## src/rtl/bl_pwm_pkg.sv

```systemverilog
package bl_pwm_pkg;

    localparam int DATA_W = 8;
    localparam int DIV_W  = 7;
    localparam int DUTY_W = 8;

    typedef logic [DATA_W-1:0] byte_t;

    localparam byte_t ADDR_DIV  = 8'h4B;
    localparam byte_t ADDR_DUTY = 8'h4E;
    localparam byte_t ADDR_BL   = 8'h51;

    typedef struct packed {
        logic             en;
        logic [DIV_W-1:0] ratio_m1;
    } divcfg_t;

    typedef struct packed {
        divcfg_t           divcfg;
        logic [DUTY_W-1:0] duty;
        logic              bl;
    } cfg_t;

    typedef enum logic [1:0] {
        SEL_NONE,
        SEL_DIV,
        SEL_DUTY,
        SEL_BL
    } sel_e;

    function automatic sel_e decode_addr(byte_t a);
        sel_e s;
        case (a)
            ADDR_DIV:  s = SEL_DIV;
            ADDR_DUTY: s = SEL_DUTY;
            ADDR_BL:   s = SEL_BL;
            default:   s = SEL_NONE;
        endcase
        return s;
    endfunction

endpackage

```

## src/rtl/bl_pwm_regs.sv

```systemverilog
module bl_pwm_regs
    import bl_pwm_pkg::*;
(
    input  logic  clk,
    input  logic  rst,
    input  logic  wr_en,
    input  byte_t addr,
    input  byte_t wdata,
    output byte_t rdata,
    output cfg_t  cfg
);

    sel_e sel;

    assign sel = decode_addr(addr);

    always_ff @(posedge clk) begin
        if (rst) begin
            cfg <= '0;
        end else if (wr_en) begin
            case (sel)
                SEL_DIV:  cfg.divcfg <= divcfg_t'(wdata);
                SEL_DUTY: cfg.duty   <= wdata;
                SEL_BL:   cfg.bl     <= wdata[0];
                default:  ;
            endcase
        end
    end

    always_comb begin
        case (sel)
            SEL_DIV:  rdata = byte_t'(cfg.divcfg);
            SEL_DUTY: rdata = cfg.duty;
            SEL_BL:   rdata = {{(DATA_W-1){1'b0}}, cfg.bl};
            default:  rdata = '0;
        endcase
    end

endmodule

```

## src/rtl/bl_pwm_prescaler.sv

```systemverilog
module bl_pwm_prescaler #(
    parameter int RATIO_W = 7
) (
    input  logic               clk,
    input  logic               rst,
    input  logic               en,
    input  logic               base_tick,
    input  logic [RATIO_W-1:0] ratio_m1,
    output logic               step
);

    logic [RATIO_W-1:0] cnt;
    logic               at_end;

    assign at_end = (cnt >= ratio_m1);
    assign step   = en && base_tick && at_end;

    always_ff @(posedge clk) begin
        if (rst || !en) begin
            cnt <= '0;
        end else if (base_tick) begin
            cnt <= at_end ? '0 : cnt + RATIO_W'(1);
        end
    end

endmodule

```

## src/rtl/bl_pwm_period.sv

```systemverilog
module bl_pwm_period #(
    parameter int CNT_W = 8
) (
    input  logic             clk,
    input  logic             rst,
    input  logic             en,
    input  logic             step,
    input  logic [CNT_W-1:0] duty_in,
    output logic [CNT_W-1:0] cnt,
    output logic [CNT_W-1:0] act_duty,
    output logic             pwm
);

    localparam logic [CNT_W-1:0] CNT_LAST = '1;

    always_ff @(posedge clk) begin
        if (rst) begin
            cnt      <= '0;
            act_duty <= '0;
        end else if (!en) begin
            cnt      <= '0;
            act_duty <= duty_in;
        end else if (step) begin
            cnt <= cnt + CNT_W'(1);
            if (cnt == CNT_LAST) begin
                act_duty <= duty_in;
            end
        end
    end

    assign pwm = en && (cnt < act_duty);

endmodule

```

## src/rtl/bl_pwm_top.sv

```systemverilog
module bl_pwm_top
    import bl_pwm_pkg::*;
(
    input  logic       clk,
    input  logic       rst,
    input  logic       base_tick,
    input  logic       wr_en,
    input  logic [7:0] addr,
    input  logic [7:0] wdata,
    output logic [7:0] rdata,
    output logic       pwm_out,
    output logic       bl_en_out
);

    cfg_t              cfg;
    logic              step;
    logic [DUTY_W-1:0] pcnt;
    logic [DUTY_W-1:0] act_duty;

    bl_pwm_regs u_regs (
        .clk   (clk),
        .rst   (rst),
        .wr_en (wr_en),
        .addr  (addr),
        .wdata (wdata),
        .rdata (rdata),
        .cfg   (cfg)
    );

    bl_pwm_prescaler #(.RATIO_W(DIV_W)) u_presc (
        .clk       (clk),
        .rst       (rst),
        .en        (cfg.divcfg.en),
        .base_tick (base_tick),
        .ratio_m1  (cfg.divcfg.ratio_m1),
        .step      (step)
    );

    bl_pwm_period #(.CNT_W(DUTY_W)) u_period (
        .clk      (clk),
        .rst      (rst),
        .en       (cfg.divcfg.en),
        .step     (step),
        .duty_in  (cfg.duty),
        .cnt      (pcnt),
        .act_duty (act_duty),
        .pwm      (pwm_out)
    );

    assign bl_en_out = cfg.bl;

endmodule

```

## config.mk

```make
export PLATFORM = sky130hd
export DESIGN_NAME = bl_pwm_top
export DESIGN_NICKNAME = d
export VERILOG_FILES = /design/src/rtl/bl_pwm_pkg.sv /design/src/rtl/bl_pwm_regs.sv /design/src/rtl/bl_pwm_prescaler.sv /design/src/rtl/bl_pwm_period.sv /design/src/rtl/bl_pwm_top.sv
export SDC_FILE = /design/constraint.sdc
export NUM_CORES = 1
export LEC_CHECK = 0
export ABC_AREA = 1
export BUFFER_PORTS_ARGS = -buffer_cell sky130_fd_sc_hd__buf_2
export CORE_UTILIZATION = 35
export CTS_BUF_LIST = sky130_fd_sc_hd__clkbuf_4 sky130_fd_sc_hd__clkbuf_8
export DETAILED_ROUTE_END_ITERATION = 8
export HOLD_SLACK_MARGIN = 0.03
export MAX_ROUTING_LAYER = met4
export PLACE_DENSITY = 0.52
export SYNTH_ARGS = -nofsm -noshare
export SYNTH_HDL_FRONTEND = slang
export SYNTH_SLANG_ARGS = --single-unit
```

## constraint.sdc

```tcl
create_clock -name clk -period 2.45 [get_ports clk]
set_clock_uncertainty 0.2 [all_clocks]
set_input_delay 0.1225 -clock clk [delete_from_list [all_inputs] [get_ports clk]]
set_output_delay 0.1225 -clock clk [all_outputs]
set_load 0.01 [all_outputs]
```

==> results of run 1 <==
## state kept, by name (all words and copies together) (netlist names)
name               count
u_period.act_duty      8
u_period.cnt           8
u_presc.cnt            7
u_regs.cfg            17
## critical path, cell delays in order
cell and delay (ps):
sky130_fd_sc_hd__dlygate4sd3_1 520, sky130_fd_sc_hd__buf_2 130, sky130_fd_sc_hd__nand3_1 450, sky130_fd_sc_hd__nor2_1 280, sky130_fd_sc_hd__a211oi_1 70, sky130_fd_sc_hd__dlygate4sd3_1 590
## routing by layer
metal | vias up | share of wire (%) | global-route usage, %
met1 | 883 | 51 | 22.2
li1 | 1058 | - | -
met5 | - | 0 | -
met2 | 38 | 44 | 27.9
met4 | 0 | 1.2 | 5.54
met3 | 7 | 3.4 | 3.07
## worst max-delay path by stage
stage / slack (ps) / startpoint / depth (start not counted) / end
global route: 140 / wr_en / 6 / u_regs.cfg[7]
global placement: 540 / u_regs.cfg[15] / 9 / u_presc.cnt[1]
floorplan: 720 / u_presc.cnt[0] / 12 / u_period.act_duty[0]
CTS: 360 / wr_en / 6 / u_regs.cfg[8]
finish: 260 / wr_en / 6 / u_regs.cfg[6]
detailed placement: 480 / u_regs.cfg[15] / 9 / u_presc.cnt[1]
## kinds of logic after synthesis
kind of cell               count (synthesis)  synth area share, %
AOI/OAI and AO/OA                         60                 15.5
and+or+nand+nor                          113                 24.4
DFF                                       40                 37.1
buffers and inverters                     55                 10.4
xor gates and xnor gates                   8                 3.25
adders and majority gates                 16                 9.28
## power groups by stage
stage	combinational [mW]	clock, mW	sequential [mW]
2_1_floorplan	0.0249	0	0.666
3_3_place_gp	0.0474	0	0.666
3_5_place_dp	0.0474	0	0.666
4_1_cts	0.0603	0.495	0.651
5_1_grt	0.0686	0.526	0.651
6_report	0.0609	0.479	0.651
## stage by stage
step	utilization [%]	setup slack (ps)
3_5_place_dp	39.8	482
3_3_place_gp	39.8	537
5_1_grt	44.8	135
6_report	44.8	264
2_1_floorplan	-	719
4_1_cts	44.8	362
## layout by cell type (no fill, tap or decap), types with 2 or more instances in the layout
| cell type | instances |
|---|---|
| sky130_fd_sc_hd__dlygate4sd3_1 | 20 |
| sky130_fd_sc_hd__nand3_1 | 20 |
| sky130_fd_sc_hd__nand2_1 | 43 |
| sky130_fd_sc_hd__clkbuf_8 | 6 |
| sky130_fd_sc_hd__clkbuf_4 | 2 |
| sky130_fd_sc_hd__nor2_1 | 31 |
| sky130_fd_sc_hd__o22ai_1 | 7 |
| sky130_fd_sc_hd__nand4_1 | 4 |
| sky130_fd_sc_hd__nor4_1 | 2 |
| sky130_fd_sc_hd__a211oi_1 | 9 |
| sky130_fd_sc_hd__buf_2 | 29 |
| sky130_fd_sc_hd__xor2_1 | 7 |
| sky130_fd_sc_hd__nand3_2 | 3 |
| sky130_fd_sc_hd__inv_1 | 46 |
| sky130_fd_sc_hd__o21ai_0 | 12 |
| sky130_fd_sc_hd__nor3_1 | 3 |
| sky130_fd_sc_hd__nand2_2 | 2 |
| sky130_fd_sc_hd__a21oi_1 | 31 |
| sky130_fd_sc_hd__dfxtp_1 | 40 |
| sky130_fd_sc_hd__ha_1 | 16 |
| sky130_fd_sc_hd__nor2_4 | 2 |
## repair_timing
item	4_1_cts	5_1_grt
hold buffers	20	0
endpoints found under the hold margin	20	0
buffers inserted	0	0
## layout make-up
class                   count  area share (%)
multi-input cells         197            42.7
flip-flops and latches     40            30.2
repair buffers             50            13.3
inverters                  47            6.65
clock buffers               8            3.68
well taps                  75            3.54
==> impl_metrics.sql, run 1 <==
INSERT INTO impl_metrics (metric_group, metric, value, unit) VALUES
('status', 'outcome', 'finished clean', ''),
('floorplan', 'core_ar', '5920', 'sq um'),
('setup_path', 'worstReg2RegEnd', 'u_presc.cnt[1]', ''),
('floorplan', 'design.die.area', '6480', 'sq um'),
('synthesis', 'yosys_top_cell_by_area', 'sky130_fd_sc_hd__dfxtp_1', ''),
('finish', 'layout-area-overhead-vs-synth', '23.0', '%'),
('timing', 'final_min_period_over_clock_period', '89.2', '%'),
('power', 'peakVddDrop', '0.000255', 'V'),
('setup_path', 'worstPathArrival', '2170', 'ps'),
('clock_network', 'cts_htree_levels', '2', ''),
('synthesis', 'synth.top_cells.by_count', '46 x sky130_fd_sc_hd__inv_1, 43 x sky130_fd_sc_hd__nand2_1, 40 x sky130_fd_sc_hd__dfxtp_1, 31 x sky130_fd_sc_hd__a21oi_1, 31 x sky130_fd_sc_hd__nor2_1', ''),
('drt', 'via_density', '4.76', ''),
('hold_path', 'min_from', 'rst', ''),
('drt', 'drtIter0Drc', '80', ''),
('power', 'share_seq_of_total_power', '54.6', '%'),
('finish', 'seqCellArea', '801', 'sq um'),
('timing', 'tns', '0', 'ps'),
('power', 'power', '1.19', 'mW'),
('clock_network', 'cts_inserted_buffers', '5', ''),
('synthesis', 'synth_fp_nets', '328', ''),
('setup_path', 'reg2reg_from', 'u_regs.cfg[15]', ''),
('clock_network', 'clock_latency', '290', 'ps'),
('global_routing', 'grt_antenna_before_repair', '0', ''),
('setup_path', 'timing_worst_setup_path_type', 'input pin to flip-flop', ''),
('placement', 'placement.io_buffers', '29', ''),
('drt', 'detail_route.wirelength', '4960', 'microns'),
('synthesis', 'post_synth_inst_count', '292', ''),
('power', 'pwr_density_cell', '449', 'nW/um^2'),
('global_routing', 'grt_start_max_net_pins', '17', ''),
('finish', 'nNetsFinal', '377', ''),
('global_routing', 'global_route_wire_length_before_repair', '8320', 'microns'),
('timing', 'layout_min_cycle_time', '2190', 'ps'),
('floorplan', 'die_h', '80.5', 'microns'),
('floorplan', 'top_level_pins', '30', ''),
('setup_path', 'required', '2430', 'ps'),
('synthesis', 'yosys_register_bits', '40', ''),
('timing', 'tightest_slew', '613', 'ps'),
('drt', 'post_drt_wl_per_cell', '11.9', 'microns'),
('timing', 'hold_viol_final', '0', ''),
('synthesis', 'synth.top_cell.area_share', '37.1', '%'),
('synthesis', 'ys_async_sr_fraction', '0', '%'),
('clock_network', 'clock_path_buffers', '2', ''),
('setup_path', 'crit_path_start_kind', 'input pin', ''),
('synthesis', 'syn-cell-area', '2160', 'sq um'),
('setup_path', 'worst_setup_slack_for_register_to_register_paths', '500', 'ps'),
('hold_path', 'timing.hold.worst.class', 'input pin to flip-flop', ''),
('setup_path', 'reg2regPathDepth', '9', ''),
('placement', 'placement.cell_area', '2360', 'sq um'),
('finish', 'fraction_of_final_layout_cells_with_drive_strength_greater_than_1', '13.7', '%'),
('power', 'p_sw', '259', 'uW'),
('finish', 'finalNonFillerCells', '417', ''),
('drt', 'drt_drc_violations_left', '0', ''),
('clock_network', 'clock-root-buffer', 'sky130_fd_sc_hd__clkbuf_8', ''),
('synthesis', 'postSynth.topFlopCell', 'sky130_fd_sc_hd__dfxtp_1', ''),
('clock_network', 'cts_tree', 'built', ''),
('placement', 'dp_cells', '389', ''),
('drt', 'antenna_violating_nets_post_route', '0', ''),
('setup_path', 'crit_path_max_fanout', '16', ''),
('floorplan', 'initial_utilization', '36.4', '%'),
('synthesis', 'synth_enable_flop_cells', '0', ''),
('hold_path', 'worst_hold_path.endpoint', 'u_period.cnt[0]', ''),
('timing', 'rsz_0062_raised_after_global_routing', 'false', ''),
('global_routing', 'grt_remaining_overflow', '0', ''),
('job', 'maxCapViolations', '0', ''),
('clock_network', 'clock-sinks', '40', ''),
('hold_path', 'worst_hold_path.num_cells', '4', ''),
('power', 'switching_share', '21.8', '%'),
('clock_network', 'post_cts_resized', '0', ''),
('timing', 'max_clock_freq', '0.457', 'GHz'),
('placement', 'place.detailed.hpwl', '3540', 'microns'),
('synthesis', 'post-synth-top-count-cell', 'sky130_fd_sc_hd__inv_1', '');
Power figures use the tool's default switching activity.
==> inputs of run 2 (changes only) <==
--- a/config.mk
+++ b/config.mk
@@ -12,7 +12,7 @@
 export DETAILED_ROUTE_END_ITERATION = 8
 export HOLD_SLACK_MARGIN = 0.03
 export MAX_ROUTING_LAYER = met4
-export PLACE_DENSITY = 0.52
+export PLACE_DENSITY = 0.54
 export SYNTH_ARGS = -nofsm -noshare
 export SYNTH_HDL_FRONTEND = slang
 export SYNTH_SLANG_ARGS = --single-unit
==> constraint.sdc (replaced) <==
create_clock -name clk -period 1.8 [get_ports clk]
set_clock_uncertainty 0.2 [all_clocks]
set_input_delay 0.09 -clock clk [delete_from_list [all_inputs] [get_ports clk]]
set_output_delay 0.09 -clock clk [all_outputs]
set_load 0.01 [all_outputs]
==> run 2 against run 1 <==
  * The run now ends with hold timing, setup timing left
  * Via count grew 5.0%
  * Non-clock buffer count grew 14
  * Power grew 35%
  * Final cell count grew 3.6%
  * Cell area grew 14%
  * Critical path depth is the same
  * Sequential power grew 36%
  * Global-route usage grew 0.39 points
  * Critical endpoint is now pwm_out
==> impl_metrics.sql, run 2 (synthesis results as in run 1) <==
INSERT INTO impl_metrics (metric_group, metric, value, unit) VALUES
('clock_network', 'clkTransAtPathRegs', '80', 'ps'),
('floorplan', 'die_h', '80.5', 'microns'),
('timing', 'hold_viol_final', '1', ''),
('setup_path', 'cpLargestDelayFamily', 'flip-flops', ''),
('finish', 'footprint_of_the_multi_input_gates', '1380', 'sq um'),
('drt', 'drtIter0Drc', '55', ''),
('drt', 'via_density', '4.83', ''),
('floorplan', 'row_count', '28', ''),
('floorplan', 'dieWidth', '80.5', 'microns'),
('global_routing', 'grt_remaining_overflow', '0', ''),
('hold_path', 'timing.hold.worst.class', 'input pin to flip-flop', ''),
('finish', 'num_antenna_cells', '0', ''),
('finish', 'layout_common_cells', '38 x sky130_fd_sc_hd__inv_1, 36 x sky130_fd_sc_hd__nand2_1, 29 x sky130_fd_sc_hd__nor2_1', ''),
('clock_network', 'cts_tree', 'built', ''),
('finish', 'most_frequent_standard_cell_in_the_layout_excluding_fill_and_tap_cells', 'sky130_fd_sc_hd__inv_1', ''),
('setup_path', 'critical_path_buf_inv_count', '1', ''),
('timing', 'layout_min_cycle_time', '1810', 'ps'),
('global_routing', 'gr-usage-all-layers', '17.8', '%'),
('timing', 'max-slew-margin-rel', '66.8', '%'),
('placement', 'routabilityCongestion', '0.794', ''),
('clock_network', 'clock-root-buffer', 'sky130_fd_sc_hd__clkbuf_8', ''),
('finish', 'layout-area-overhead-vs-synth', '40.3', '%'),
('job', 'maxCapViolations', '0', ''),
('clock_network', 'cts_htree_levels', '2', ''),
('global_routing', 'first_global_vias', '1838', ''),
('drt', 'drt_drc_violations_left', '0', ''),
('finish', 'largest_register_ffs', '17', ''),
('timing', 'final_min_period_over_clock_period', '100', '%'),
('finish', 'reg.largest.list', 'u_regs.cfg (17), u_period.act_duty (8), u_period.cnt (8)', ''),
('timing', 'rsz_0062_raised_after_global_routing', 'true', ''),
('finish', 'nNetsFinal', '392', ''),
('floorplan', 'initial_utilization', '36.4', '%'),
('timing', 'worst_path_setup_slack_after_routing', '-5.13', 'ps'),
('timing', 'whs', '-94.9', 'ps'),
('setup_path', 'worstPathArrival', '1520', 'ps'),
('finish', 'filler_cell_count', '589', ''),
('floorplan', 'top_level_pins', '30', ''),
('timing', 'finalMaxSlewViolations', '0', ''),
('global_routing', 'global_route_wire_length_before_repair', '8680', 'microns'),
('clock_network', 'clock-sinks', '40', ''),
('drt', 'detailroute.via_count', '2085', ''),
('global_routing', 'grt_start_max_net_pins', '17', ''),
('timing', 'max_clock_freq', '0.554', 'GHz'),
('power', 'peakVddDrop', '0.000263', 'V'),
('setup_path', 'cp-end-kind', 'primary output', ''),
('placement', 'placement.cell_area', '2470', 'sq um'),
('drt', 'detail_route.wirelength', '5450', 'microns'),
('clock_network', 'clock_latency', '290', 'ps'),
('setup_path', 'crit_path_largest_cell_delay', '350', 'ps'),
('finish', 'seqCellArea', '821', 'sq um'),
('clock_network', 'clock_path_buffers', '2', ''),
('clock_network', 'cts_inserted_buffers', '5', ''),
('setup_path', 'cp_cell_sequence', 'ha_4, a21oi_2, nor2_1, a211oi_2, nor3b_2, buf_2', ''),
('setup_path', 'crit_path_max_fanout', '2', ''),
('drt', 'dr.pass1.iters', '6', ''),
('timing', 'setup_failing_eps_final', '1', ''),
('power', 'pwr_density_cell', '530', 'nW/um^2'),
('placement', 'placement.io_buffers', '29', ''),
('finish', 'registers.top_by_ff_count', 'u_regs.cfg', ''),
('setup_path', 'required', '1510', 'ps'),
('drt', 'post_drt_wl_per_cell', '12.6', 'microns'),
('setup_path', 'timing_worst_setup_path_type', 'flip-flop to primary output', ''),
('drt', 'antenna_violating_nets_post_route', '0', ''),
('status', 'outcome', 'finished, violations left', ''),
('setup_path', 'critPathSlowestCell', 'sky130_fd_sc_hd__dfxtp_2', ''),
('finish', 'fraction_of_final_layout_cells_with_drive_strength_greater_than_1', '33.6', '%'),
('timing', 'tightest_slew', '497', 'ps'),
('floorplan', 'core_ar', '5920', 'sq um'),
('finish', 'fin_area', '3030', 'sq um'),
('clock_network', 'cts_hold_repair.buffers', '18', ''),
('timing', 'tns', '-5.13', 'ps'),
('setup_path', 'crit_path_start_kind', 'flip-flop', ''),
('floorplan', 'design.die.area', '6480', 'sq um'),
('placement', 'place.detailed.hpwl', '3620', 'microns'),
('power', 'leakage_power', '1.20', 'nW'),
('status', 'failed_checks', 'hold timing, setup timing', ''),
('global_routing', 'grt_antenna_before_repair', '0', '');
## run 2: power breakdown
| part | switching, mW | internal [mW] |
|---|---|---|
| clock | 0.318 | 0.306 |
| combinational | 0.0502 | 0.0468 |
| sequential | 0.000661 | 0.882 |
| total | 0.369 | 1.23 |
## run 2: cell type report
type	instances	share of cell area, %
Tap cell	75	3.10
Sequential cell	40	27.1
Clock inverter	2	0.331
Timing Repair Buffer	64	15.2
Clock buffer	6	2.73
Multi-Input combinational cell	198	45.7
Inverter	47	5.83
## run 2: per-layer routing
layer  up-vias  wire [microns]  GRT usage, %
met1       951            2590          23.5
met3         8             146          3.07
met5         -               0             -
li1       1093               -             -
met4         0              67          4.82
met2        33            2650          28.0
## run 2: timing repair
| item | 4_1_cts | 5_1_grt |
|---|---|---|
| setup endpoints to repair | 1 | 31 |
| endpoints found under the hold margin | 20 | 1 |
| cloned | 0 | 2 |
| buffers inserted | 1 | 1 |
| pin swaps | 4 | 13 |
| gates resized for setup | 18 | 50 |
## run 2: final timing paths
| check | cells past startpoint | slack [ps] | to | startpoint |
|---|---|---|---|---|
| setup / recovery | 6 | -5 | pwm_out | u_period.cnt[5] |
| hold / removal | 4 | -90 | u_regs.cfg[0] | addr[1] |
| setup reg to reg | 10 | 70 | u_period.cnt[0] | u_regs.cfg[13] |
| hold reg to reg | 2 | 270 | u_regs.cfg[14] | u_regs.cfg[14] |
## run 2: through the flow
stage	hold slack, ps	cells	utilization (%)	setup WS (ps)	power, mW
after floorplan	61.4	292	-	69.1	0.940
after global placement	188	404	41.7	42.4	0.975
after detailed placement	189	404	41.7	46.0	0.974
after CTS	-88.1	430	47.8	-17.8	1.62
after global routing	-66.7	432	51.1	-128	1.67
final	-94.9	432	51.1	-5.13	1.60
## run 2: worst register-to-register path, delay by kind of cell, from the launching register on
family | cells | cell delay [ps]
buf+inv | 2 | 210
simple gates | 5 | 460
fa+ha+maj | 1 | 270
compound gates | 2 | 170
flops | 1 | 310
